<file path="config.mk">
export PLATFORM = sky130hd
export DESIGN_NAME = i2c_stat_regbank
export DESIGN_NICKNAME = d
export VERILOG_FILES = /design/src/rtl/i2c_rb_pkg.sv /design/src/rtl/i2c_rb_sync.sv /design/src/rtl/i2c_rb_link.sv /design/src/rtl/i2c_rb_regs.sv /design/src/rtl/i2c_stat_regbank.sv
export SDC_FILE = /design/constraint.sdc
export NUM_CORES = 1
export LEC_CHECK = 0
export ABC_AREA = 1
export BUFFER_PORTS_ARGS = -buffer_cell sky130_fd_sc_hd__buf_2
export CAP_MARGIN = 0
export CELL_PAD_IN_SITES_DETAIL_PLACEMENT = 1
export CELL_PAD_IN_SITES_GLOBAL_PLACEMENT = 2
export CORE_UTILIZATION = 34
export CTS_CLUSTER_DIAMETER = 40
export DETAILED_ROUTE_END_ITERATION = 10
export HOLD_SLACK_MARGIN = 0.05
export PLACE_DENSITY_LB_ADDON = 0.1
export SETUP_SLACK_MARGIN = 0.4
export SLEW_MARGIN = 20
export SYNTH_ARGS = -nofsm -noshare
export SYNTH_HDL_FRONTEND = slang
export SYNTH_HIERARCHICAL = 1
export SYNTH_SLANG_ARGS = --single-unit
export TNS_END_PERCENT = 20
</file>
<file path="constraint.sdc">
create_clock -name clk -period 2.4 [get_ports clk]
set_clock_uncertainty 0.2 [all_clocks]
set_input_delay 0.36 -clock clk [delete_from_list [all_inputs] [get_ports clk]]
set_output_delay 0.36 -clock clk [all_outputs]
set_load 0.03 [all_outputs]
</file>
<file path="src/rtl/i2c_rb_pkg.sv">
package i2c_rb_pkg;

  typedef enum logic [3:0] {
    LS_IDLE,
    LS_ADDR,
    LS_AACK,
    LS_IDX,
    LS_IACK,
    LS_WDAT,
    LS_DACK,
    LS_RDAT,
    LS_RACK
  } link_st_e;

  localparam logic [7:0] IX_FW    = 8'h00;
  localparam logic [7:0] IX_BRD   = 8'h01;
  localparam logic [7:0] IX_GRP   = 8'h06;
  localparam logic [7:0] IX_PG_LO = 8'h08;
  localparam logic [7:0] IX_FLT   = 8'h0A;
  localparam logic [7:0] IX_CTRL  = 8'h0E;

endpackage

</file>
<file path="src/rtl/i2c_rb_sync.sv">
module i2c_rb_sync #(
  parameter int               WIDTH   = 2,
  parameter int               STAGES  = 2,
  parameter logic [WIDTH-1:0] RST_VAL = '1
) (
  input  logic             clk,
  input  logic             rst_n,
  input  logic [WIDTH-1:0] d,
  output logic [WIDTH-1:0] q
);

  logic [STAGES-1:0][WIDTH-1:0] pipe_q;

  always_ff @(posedge clk or negedge rst_n) begin
    if (!rst_n) begin
      pipe_q <= {STAGES{RST_VAL}};
    end else begin
      pipe_q[0] <= d;
      for (int s = 1; s < STAGES; s++) begin
        pipe_q[s] <= pipe_q[s-1];
      end
    end
  end

  assign q = pipe_q[STAGES-1];

endmodule

</file>
<file path="src/rtl/i2c_rb_link.sv">
module i2c_rb_link
  import i2c_rb_pkg::*;
#(
  parameter logic [6:0] DEV_ADDR = 7'h55
) (
  input  logic       clk,
  input  logic       rst_n,
  input  logic       scl_s,
  input  logic       sda_s,
  input  logic [7:0] rd_byte,
  output logic       sda_oe,
  output logic       idx_we,
  output logic       dat_we,
  output logic [7:0] wr_byte
);

  link_st_e   state_q, state_n;
  logic [2:0] bitcnt_q, bitcnt_n;
  logic [6:0] rx_q, rx_n;
  logic [7:0] tx_q, tx_n;
  logic       ph_q, ph_n;
  logic       rw_q, rw_n;
  logic       nack_q, nack_n;
  logic       oe_q, oe_n;
  logic       scl_d, sda_d;

  logic       scl_rise, scl_fall, start_det, stop_det, last_bit;
  logic [7:0] rx_byte;

  assign scl_rise  = scl_s & ~scl_d;
  assign scl_fall  = ~scl_s & scl_d;
  assign start_det = scl_s & scl_d & sda_d & ~sda_s;
  assign stop_det  = scl_s & scl_d & ~sda_d & sda_s;
  assign rx_byte   = {rx_q, sda_s};
  assign last_bit  = (bitcnt_q == 3'd7);
  assign wr_byte   = rx_byte;
  assign sda_oe    = oe_q;

  always_comb begin
    state_n  = state_q;
    bitcnt_n = bitcnt_q;
    rx_n     = rx_q;
    tx_n     = tx_q;
    ph_n     = ph_q;
    rw_n     = rw_q;
    nack_n   = nack_q;
    oe_n     = oe_q;
    idx_we   = 1'b0;
    dat_we   = 1'b0;

    if (start_det) begin
      state_n  = LS_ADDR;
      bitcnt_n = 3'd0;
      ph_n     = 1'b0;
      oe_n     = 1'b0;
    end else if (stop_det) begin
      state_n = LS_IDLE;
      ph_n    = 1'b0;
      oe_n    = 1'b0;
    end else begin
      unique case (state_q)
        LS_ADDR, LS_IDX, LS_WDAT: begin
          if (scl_rise) begin
            rx_n     = rx_byte[6:0];
            bitcnt_n = bitcnt_q + 3'd1;
            if (last_bit) begin
              if (state_q == LS_ADDR) begin
                if (rx_byte[7:1] == DEV_ADDR) begin
                  rw_n    = rx_byte[0];
                  state_n = LS_AACK;
                end else begin
                  state_n = LS_IDLE;
                end
              end else if (state_q == LS_IDX) begin
                idx_we  = 1'b1;
                state_n = LS_IACK;
              end else begin
                dat_we  = 1'b1;
                state_n = LS_DACK;
              end
            end
          end
        end
        LS_AACK, LS_IACK, LS_DACK: begin
          if (scl_fall && !ph_q) begin
            oe_n = 1'b1;
          end
          if (scl_rise) begin
            ph_n = 1'b1;
          end
          if (scl_fall && ph_q) begin
            ph_n = 1'b0;
            oe_n = 1'b0;
            if (state_q == LS_AACK && rw_q) begin
              tx_n    = {rd_byte[6:0], 1'b0};
              oe_n    = ~rd_byte[7];
              state_n = LS_RDAT;
            end else if (state_q == LS_AACK) begin
              state_n = LS_IDX;
            end else begin
              state_n = LS_WDAT;
            end
          end
        end
        LS_RDAT: begin
          if (scl_fall) begin
            oe_n = ~tx_q[7];
            tx_n = {tx_q[6:0], 1'b0};
          end
          if (scl_rise) begin
            bitcnt_n = bitcnt_q + 3'd1;
            if (last_bit) begin
              state_n = LS_RACK;
              ph_n    = 1'b0;
            end
          end
        end
        LS_RACK: begin
          if (scl_fall && !ph_q) begin
            oe_n = 1'b0;
          end
          if (scl_rise) begin
            ph_n   = 1'b1;
            nack_n = sda_s;
          end
          if (scl_fall && ph_q) begin
            ph_n = 1'b0;
            if (!nack_q) begin
              tx_n    = {rd_byte[6:0], 1'b0};
              oe_n    = ~rd_byte[7];
              state_n = LS_RDAT;
            end else begin
              state_n = LS_IDLE;
            end
          end
        end
        default: begin
          state_n = LS_IDLE;
        end
      endcase
    end
  end

  always_ff @(posedge clk or negedge rst_n) begin
    if (!rst_n) begin
      state_q  <= LS_IDLE;
      bitcnt_q <= 3'd0;
      rx_q     <= 7'd0;
      tx_q     <= 8'd0;
      ph_q     <= 1'b0;
      rw_q     <= 1'b0;
      nack_q   <= 1'b0;
      oe_q     <= 1'b0;
      scl_d    <= 1'b1;
      sda_d    <= 1'b1;
    end else begin
      state_q  <= state_n;
      bitcnt_q <= bitcnt_n;
      rx_q     <= rx_n;
      tx_q     <= tx_n;
      ph_q     <= ph_n;
      rw_q     <= rw_n;
      nack_q   <= nack_n;
      oe_q     <= oe_n;
      scl_d    <= scl_s;
      sda_d    <= sda_s;
    end
  end

endmodule

</file>
<file path="src/rtl/i2c_rb_regs.sv">
module i2c_rb_regs
  import i2c_rb_pkg::*;
#(
  parameter logic [7:0] FW_REV  = 8'h03,
  parameter logic [7:0] BRD_REV = 8'h02,
  parameter int         NGRP    = 7,
  parameter int         NPG     = 16
) (
  input  logic            clk,
  input  logic            rst_n,
  input  logic            idx_we,
  input  logic            dat_we,
  input  logic [7:0]      wr_byte,
  input  logic [NGRP-1:0] grp_en,
  input  logic [NPG-1:0]  pg,
  input  logic            fault_n,
  output logic [7:0]      rd_byte,
  output logic            ctrl_bit0
);

  localparam int PG_BYTES = NPG / 8;

  logic [7:0] idx_q, idx_n;
  logic [7:0] ctrl_q, ctrl_n;
  logic       ctrl_en;

  assign ctrl_en = dat_we && (idx_q == IX_CTRL);

  always_comb begin
    idx_n  = idx_we  ? wr_byte : idx_q;
    ctrl_n = ctrl_en ? wr_byte : ctrl_q;
  end

  always_ff @(posedge clk or negedge rst_n) begin
    if (!rst_n) begin
      idx_q  <= 8'h00;
      ctrl_q <= 8'h00;
    end else begin
      idx_q  <= idx_n;
      ctrl_q <= ctrl_n;
    end
  end

  always_comb begin
    rd_byte = 8'h00;
    if (idx_q == IX_FW)   rd_byte = FW_REV;
    if (idx_q == IX_BRD)  rd_byte = BRD_REV;
    if (idx_q == IX_GRP)  rd_byte = 8'(grp_en);
    if (idx_q == IX_FLT)  rd_byte = {7'd0, fault_n};
    if (idx_q == IX_CTRL) rd_byte = ctrl_q;
    for (int k = 0; k < PG_BYTES; k++) begin
      if (idx_q == IX_PG_LO + 8'(k)) rd_byte = pg[k*8 +: 8];
    end
  end

  assign ctrl_bit0 = ctrl_q[0];

endmodule

</file>
<file path="src/rtl/i2c_stat_regbank.sv">
module i2c_stat_regbank #(
  parameter logic [6:0] DEV_ADDR    = 7'h55,
  parameter logic [7:0] FW_REV      = 8'h03,
  parameter logic [7:0] BRD_REV     = 8'h02,
  parameter int         NGRP        = 7,
  parameter int         NPG         = 16,
  parameter int         SYNC_STAGES = 2
) (
  input  logic            clk,
  input  logic            rst_n,
  input  logic            scl_i,
  input  logic            sda_i,
  output logic            sda_oe_o,
  input  logic [NGRP-1:0] grp_en_i,
  input  logic [NPG-1:0]  pg_i,
  input  logic            seq_fault_n_i,
  output logic            usb_en_o
);

  logic [1:0] pin_s;
  logic       scl_s, sda_s;
  logic       idx_we, dat_we;
  logic [7:0] wr_byte, rd_byte;

  i2c_rb_sync #(
    .WIDTH  (2),
    .STAGES (SYNC_STAGES),
    .RST_VAL(2'b11)
  ) u_sync (
    .clk  (clk),
    .rst_n(rst_n),
    .d    ({scl_i, sda_i}),
    .q    (pin_s)
  );

  assign scl_s = pin_s[1];
  assign sda_s = pin_s[0];

  i2c_rb_link #(
    .DEV_ADDR(DEV_ADDR)
  ) u_link (
    .clk    (clk),
    .rst_n  (rst_n),
    .scl_s  (scl_s),
    .sda_s  (sda_s),
    .rd_byte(rd_byte),
    .sda_oe (sda_oe_o),
    .idx_we (idx_we),
    .dat_we (dat_we),
    .wr_byte(wr_byte)
  );

  i2c_rb_regs #(
    .FW_REV (FW_REV),
    .BRD_REV(BRD_REV),
    .NGRP   (NGRP),
    .NPG    (NPG)
  ) u_regs (
    .clk      (clk),
    .rst_n    (rst_n),
    .idx_we   (idx_we),
    .dat_we   (dat_we),
    .wr_byte  (wr_byte),
    .grp_en   (grp_en_i),
    .pg       (pg_i),
    .fault_n  (seq_fault_n_i),
    .rd_byte  (rd_byte),
    .ctrl_bit0(usb_en_o)
  );

endmodule

</file>
==> run_results.csv, run 1 <==
group,metric,value,unit
run_status,outcome,"finished clean",
synthesis,yosysSeqAreaShare,42.21,%
global_routing,grt_max_degree,19,
route,drc_errors,0,
power_and_ir_drop,powerDensity,471.0,mW/mm2
job,drv_cap,0,
synthesis,netlist_area,0.002804,mm2
timing,fmax,532.5,MHz
clock_network,cts.sinks,47,
hold_path,worstHoldPathType,"flip-flop to flip-flop",
global_routing,grt_overflow,0,
synthesis,synth_cells,372,
finish,fin_cells,527,
synthesis,synth_nets,402,
placed_design,hpwl,5752,um
route,routed_wl,7644,um
route,drt_iter0_drc,111,
placed_design,gp_congestion,0.7907,
die,die_h,92.81,um
die,die_area,0.008614,mm2
worst_setup_path,cp-end-kind,"flip-flop",
worst_setup_path,crit_fanout,5,
worst_setup_path,arrival,1.93,ns
die,core_area,0.007848,mm2
finish,layout.cells.most_common,"nand2_1",
finish,fill_cells,1014,
die,initial_core_util,35.73,%
timing,period_share,78.24,%
finish,final_util,43.16,%
clock_network,cts.reportedPaths.clkPinSlew,0.10,ns
finish,n_antenna_cell,0,
route,wl_per_cell,14.50,um
clock_network,cts-buffers-inserted,5,
synthesis,ys_async_sr_fraction,100.0,%
clock_network,tritoncts,"done",
finish,layout_common_cells,"nand2_1 (106), dfrtp_1 (41), nand3_1 (40), nor2_1 (34), inv_1 (31)",
synthesis,ys_ff_latch,47,
timing,post-route-min-period,1.878,ns
timing,hold_viol,0,
synthesis,ys.flop_type,"dfrtp_1",
clock_network,clock_latency,0.31,ns
finish,area_growth_syn_to_layout,20.79,%
clock_network,cts_buffer_depth,2,
finish,fin_nets,454,
route,dr.pass1.iters,4,
route,dr_total_vias,2619,
global_routing,grt_first_pass_wirelength,12830,um
timing,rsz0062_at_grt,"true",
power_and_ir_drop,leakage,1.680,nW
worst_setup_path,cp-start-kind,"flip-flop",
route,drtAntennaViolNets,0,
clock_network,cts-htree-levels,2,
clock_network,cts_root_buf,"clkbuf_8",
timing,slew_violations,0,
synthesis,synth_edf_count,0,
timing,setup-tns-final,0,ns
die,io_pins,30,
timing,slew_headroom,72.07,%
die,die_width,92.81,um
synthesis,synth_cell_types,33,
global_routing,grt_usage,19.05,%
timing,worstMarginPinSlew,0.4174,ns
placed_design,portBuffers,29,
power_and_ir_drop,total_power,1.595,mW
route,viasPerCell,4.970,
synthesis,synth_area_per_cell,7.537,um2
power_and_ir_drop,vdd_drop_max,0.0002264,V
timing,setup_viol,0,
worst_setup_path,required,2.45,ns
global_routing,antenna_found_initial,0,
worst_setup_path,crit_type,"flip-flop to flip-flop",
finish,drive_gt1_share,27.06,%
die,rows,32,
global_routing,grt_pass1_vias,2633,
placed_design,dp_cells,500,
synthesis,ys_warn_count,6,
==> metrics by stage <==
stage / worst slack (ns) / hold slack [ns] / instance area, um2
after CTS: 0.4050 / 0.1655 / 3226
after floorplan: 0.4299 / -0.1356 / 2810
after global placement: 0.3361 / 0.08903 / 3063
after global routing: 0.3625 / 0.1708 / 3387
final: 0.5221 / 0.1634 / 3387
after detailed placement: 0.2413 / 0.09044 / 3063
==> path summary, 6_finish.rpt <==
check                                       startpoint                          end  slack, ns  cells past startpoint
setup / recovery           u_regs/idx_q[2]$_DFFE_PN0P_   u_link/tx_q[1]$_DFFE_PN0P_       0.52                     10
setup reg to reg           u_regs/idx_q[2]$_DFFE_PN0P_   u_link/tx_q[1]$_DFFE_PN0P_       0.52                     10
hold / removal              u_sync/pipe_q[0]$_DFF_PN1_        u_sync/q[0]$_DFF_PN1_       0.16                      0
hold reg to reg             u_sync/pipe_q[0]$_DFF_PN1_        u_sync/q[0]$_DFF_PN1_       0.16                      0
max in group asynchronous                        rst_n       u_link/sda_d$_DFF_PN1_       1.10                      3
min in group asynchronous                        rst_n  u_regs/idx_q[7]$_DFFE_PN0P_       0.27                      2
==> report_power, final <==
part	internal (mW)	switching, mW	total [mW]
sequential	0.848	0.0531	0.901
combinational	0.0597	0.101	0.160
clock	0.220	0.313	0.534
total	1.13	0.467	1.60
==> kinds of logic (layout without fill, tap and decap cells) <==
kind of cell,Yosys count,count (layout),share of synthesized area [%]
simple gates,232,233,39.94
flops,47,47,42.21
compound gates,40,40,8.835
buf+inv,51,103,8.121
fa+ha+maj,2,2,0.8923
==> per-layer routing <==
| layer | global-route usage (%) | vias to the layer above | routed length [um] | share of wire [%] |
|---|---|---|---|---|
| met5 | 0 | - | 0 | 0 |
| met4 | 4.231 | 0 | 81 | 1.1 |
| met3 | 3.284 | 9 | 248 | 3.2 |
| met2 | 31.62 | 36 | 3606 | 47 |
| met1 | 25.82 | 1253 | 3708 | 49 |
| li1 | - | 1321 | - | - |
==> synth_stat cells, types with 3 or more instances <==
cell type,n,area (um2)
nand2_4,3,33.78
o21ai_2,8,70.07
o21ai_0,18,90.09
nor2_1,38,142.6
nand2_1,106,397.9
nand3_1,40,200.2
buf_2,3,15.01
dfstp_2,6,157.7
inv_1,34,127.6
buf_4,4,30.03
a21oi_1,3,15.01
nor2_2,5,31.28
o21ai_1,5,25.02
nor3_1,3,15.01
inv_2,6,22.52
nand2_2,8,50.05
dfrtp_1,41,1026
nand4_1,18,112.6
==> layout make-up <==
cell class              count  area, um2  share of cell area (%)
well taps                 102      127.6                   3.768
inverters                  41      158.9                   4.692
clock inverters             3      28.78                  0.8496
multi-input cells         275       1460                   43.11
clock buffers               5      68.82                   2.032
flip-flops and latches     47       1184                   34.95
repair buffers             54      359.1                   10.60
==> worst max-delay path, stage by stage (launching register included) <==
cell	delay, ns
dfrtp_1	0.42
inv_4	0.09
nand2_1	0.12
nor3_4	0.29
buf_4	0.16
nand3_1	0.06
nand4_1	0.12
inv_1	0.06
nor2_1	0.10
nand4_1	0.10
nand2_1	0.09
==> flip-flops by register name (all words and copies together), names as in the netlist <==
signal           flops
u_link/state_q       4
u_sync/pipe_q        2
u_link/ph_q          1
u_link/sda_d         1
u_link/rw_q          1
u_link/tx_q          7
u_sync/q             2
u_link/nack_q        1
u_regs/idx_q         8
u_regs/ctrl_q        8
u_link/bitcnt_q      3
u_link/rx_q          7
u_link/sda_oe        1
u_link/scl_d         1
==> repair_timing <==
action                     in CTS  in global routing
setup buffers                   0                 14
hold endpoints to repair       16                  0
setup endpoints to repair      19                 26
pin swaps                       0                  7
gates cloned                    1                  1
hold buffers                    3                  0
gates resized for setup         6                 19
No activity file was read; power rests on OpenSTA's default activity.
==> run 2: changes to the inputs <==
- CORE_UTILIZATION: 34 -> 31
- clock period: 2.4 -> 1.6 ns (I/O delays scaled with it)
==> run_results.csv, run 2 (same netlist as run 1, synthesis figures left out) <==
group,metric,value,unit
run_status,violations,"setup timing",
finish,n_antenna_cell,0,
timing,fmax,558.6,MHz
die,io_pins,30,
worst_setup_path,required,1.59,ns
route,wl_per_cell,15.54,um
global_routing,grt_pass1_vias,3153,
power_and_ir_drop,leakage,2.102,nW
placed_design,placed_cell_area,0.003545,mm2
timing,setup_viol,32,
placed_design,pre_cts_slack,-0.2630,ns
route,drc_errors,0,
global_routing,grt_usage,20.29,%
timing,rsz0062_at_grt,"true",
die,die_h,97.11,um
timing,period_share,111.9,%
finish,fin_cells,608,
clock_network,cts-htree-levels,2,
power_and_ir_drop,vdd_drop_max,0.0004103,V
clock_network,cts.sinks,47,
timing,timing.hold.ws,0.1601,ns
timing,hold_viol,0,
route,viasPerCell,4.821,
clock_network,cts.reportedPaths.clkPinSlew,0.10,ns
worst_setup_path,crit_fanout,5,
finish,drive_gt1_share,49.80,%
timing,slew_violations,0,
global_routing,grt_max_degree,26,
finish,area_growth_syn_to_layout,53.01,%
global_routing,antenna_found_initial,0,
power_and_ir_drop,total_power,2.485,mW
placed_design,dp_cells,561,
finish,fin_nets,529,
route,dr_total_vias,2931,
die,die_area,0.009429,mm2
global_routing,grt_first_pass_wirelength,15300,um
placed_design,hpwl,6613,um
route,drtAntennaViolNets,0,
worst_setup_path,arrival,1.78,ns
clock_network,cts_root_buf,"clkbuf_8",
clock_network,cts_buffer_depth,2,
power_and_ir_drop,powerDensity,579.2,mW/mm2
clock_network,cts-buffers-inserted,5,
route,routed_wl,9448,um
timing,worst_slack,-0.1902,ns
worst_setup_path,cp-start-kind,"flip-flop",
timing,slew_headroom,72.23,%
die,core_area,0.008721,mm2
finish,layout_common_cells,"buf_4 (87), nand2_1 (82), dfrtp_1 (37), nand3_1 (31), buf_2 (27)",
hold_path,worstHoldPathType,"flip-flop to flip-flop",
finish,reg_top3,"u_regs/ctrl_q x8, u_regs/idx_q x8",
die,rows,34,
run_status,outcome,"finished with violations",
clock_network,tritoncts,"done",
worst_setup_path,cp-end-kind,"flip-flop",
placed_design,portBuffers,29,
worst_setup_path,crit_type,"flip-flop to flip-flop",
route,drt_iter0_drc,124,
die,die_width,97.11,um
timing,worstMarginPinSlew,0.4166,ns
global_routing,grt_overflow,0,
die,initial_core_util,32.15,%
timing,post-route-min-period,1.790,ns
clock_network,clock_latency,0.30,ns
placed_design,gp_congestion,0.7928,
finish,fill_cells,1087,
finish,design_area,0.004290,mm2
route,dr.pass1.iters,4,
finish,layout.cells.most_common,"buf_4",
job,drv_cap,0,
run 2: layout make-up:
class	count	area, um2	area share [%]
well taps	108	135.1	3.150
clock inverters	3	22.52	0.5249
flip-flops and latches	47	1189	27.70
multi-input cells	275	1724	40.19
repair buffers	129	992.2	23.13
clock buffers	5	68.82	1.604
inverters	41	158.9	3.704
run 2: repair_timing:
| item | in CTS | in global routing |
|---|---|---|
| hold buffers | 3 | 0 |
| resized for setup | 65 | 46 |
| pin swaps | 30 | 22 |
| endpoints found under the hold margin | 49 | 0 |
| setup endpoints to repair | 43 | 43 |
| gates cloned | 1 | 0 |
| buffers inserted | 18 | 17 |
run 2: final timing paths:
| kind | from | endpoint | slack, ns | cells after the start |
|---|---|---|---|---|
| setup / recovery | u_link/state_q[3]$_DFFE_PN0P_ | u_link/tx_q[1]$_DFFE_PN0P_ | -0.19 | 10 |
| hold / removal | u_sync/pipe_q[1]$_DFF_PN1_ | u_sync/q[1]$_DFF_PN1_ | 0.16 | 0 |
| setup reg to reg | u_link/state_q[3]$_DFFE_PN0P_ | u_link/tx_q[1]$_DFFE_PN0P_ | -0.19 | 10 |
| hold reg to reg | u_sync/pipe_q[1]$_DFF_PN1_ | u_sync/q[1]$_DFF_PN1_ | 0.16 | 0 |
| max in group asynchronous | rst_n | u_link/state_q[3]$_DFFE_PN0P_ | 0.51 | 3 |
| min in group asynchronous | rst_n | u_link/rx_q[3]$_DFFE_PN0P_ | 0.19 | 2 |
run 2: through the flow:
step / TNS (ns) / util [%]
after global routing: -7.716 / 49.20
after global placement: -4.721 / 40.65
after floorplan: -4.061 / -
after detailed placement: -5.813 / 40.65
final: -4.428 / 49.20
after CTS: -3.282 / 45.74
run 2: power breakdown:
group          switching [mW]  internal (mW)  leakage, nW
Clock                   0.437          0.314       0.0485
Sequential             0.0643           1.27        0.588
Combinational           0.224          0.173         1.47
run 2: per-layer routing:
| metal | global-route usage [%] | up-vias | share of wire (%) | wire length, um |
|---|---|---|---|---|
| met1 | 25.55 | 1403 | 43 | 4087 |
| met3 | 2.590 | 9 | 2.5 | 234 |
| li1 | - | 1471 | - | - |
| met2 | 36.67 | 48 | 53 | 5009 |
| met4 | 4.822 | 0 | 1.2 | 116 |
| met5 | 0 | - | 0 | 0 |
run 2: critical path, cell delays in order (launching register included):
cell,delay [ns]
dfrtp_2,0.46
buf_12,0.14
nor2_4,0.14
nand2_2,0.13
nand2_4,0.11
nand2_1,0.07
inv_2,0.09
nor2_8,0.06
buf_4,0.13
nand4_1,0.08
nand2_1,0.06
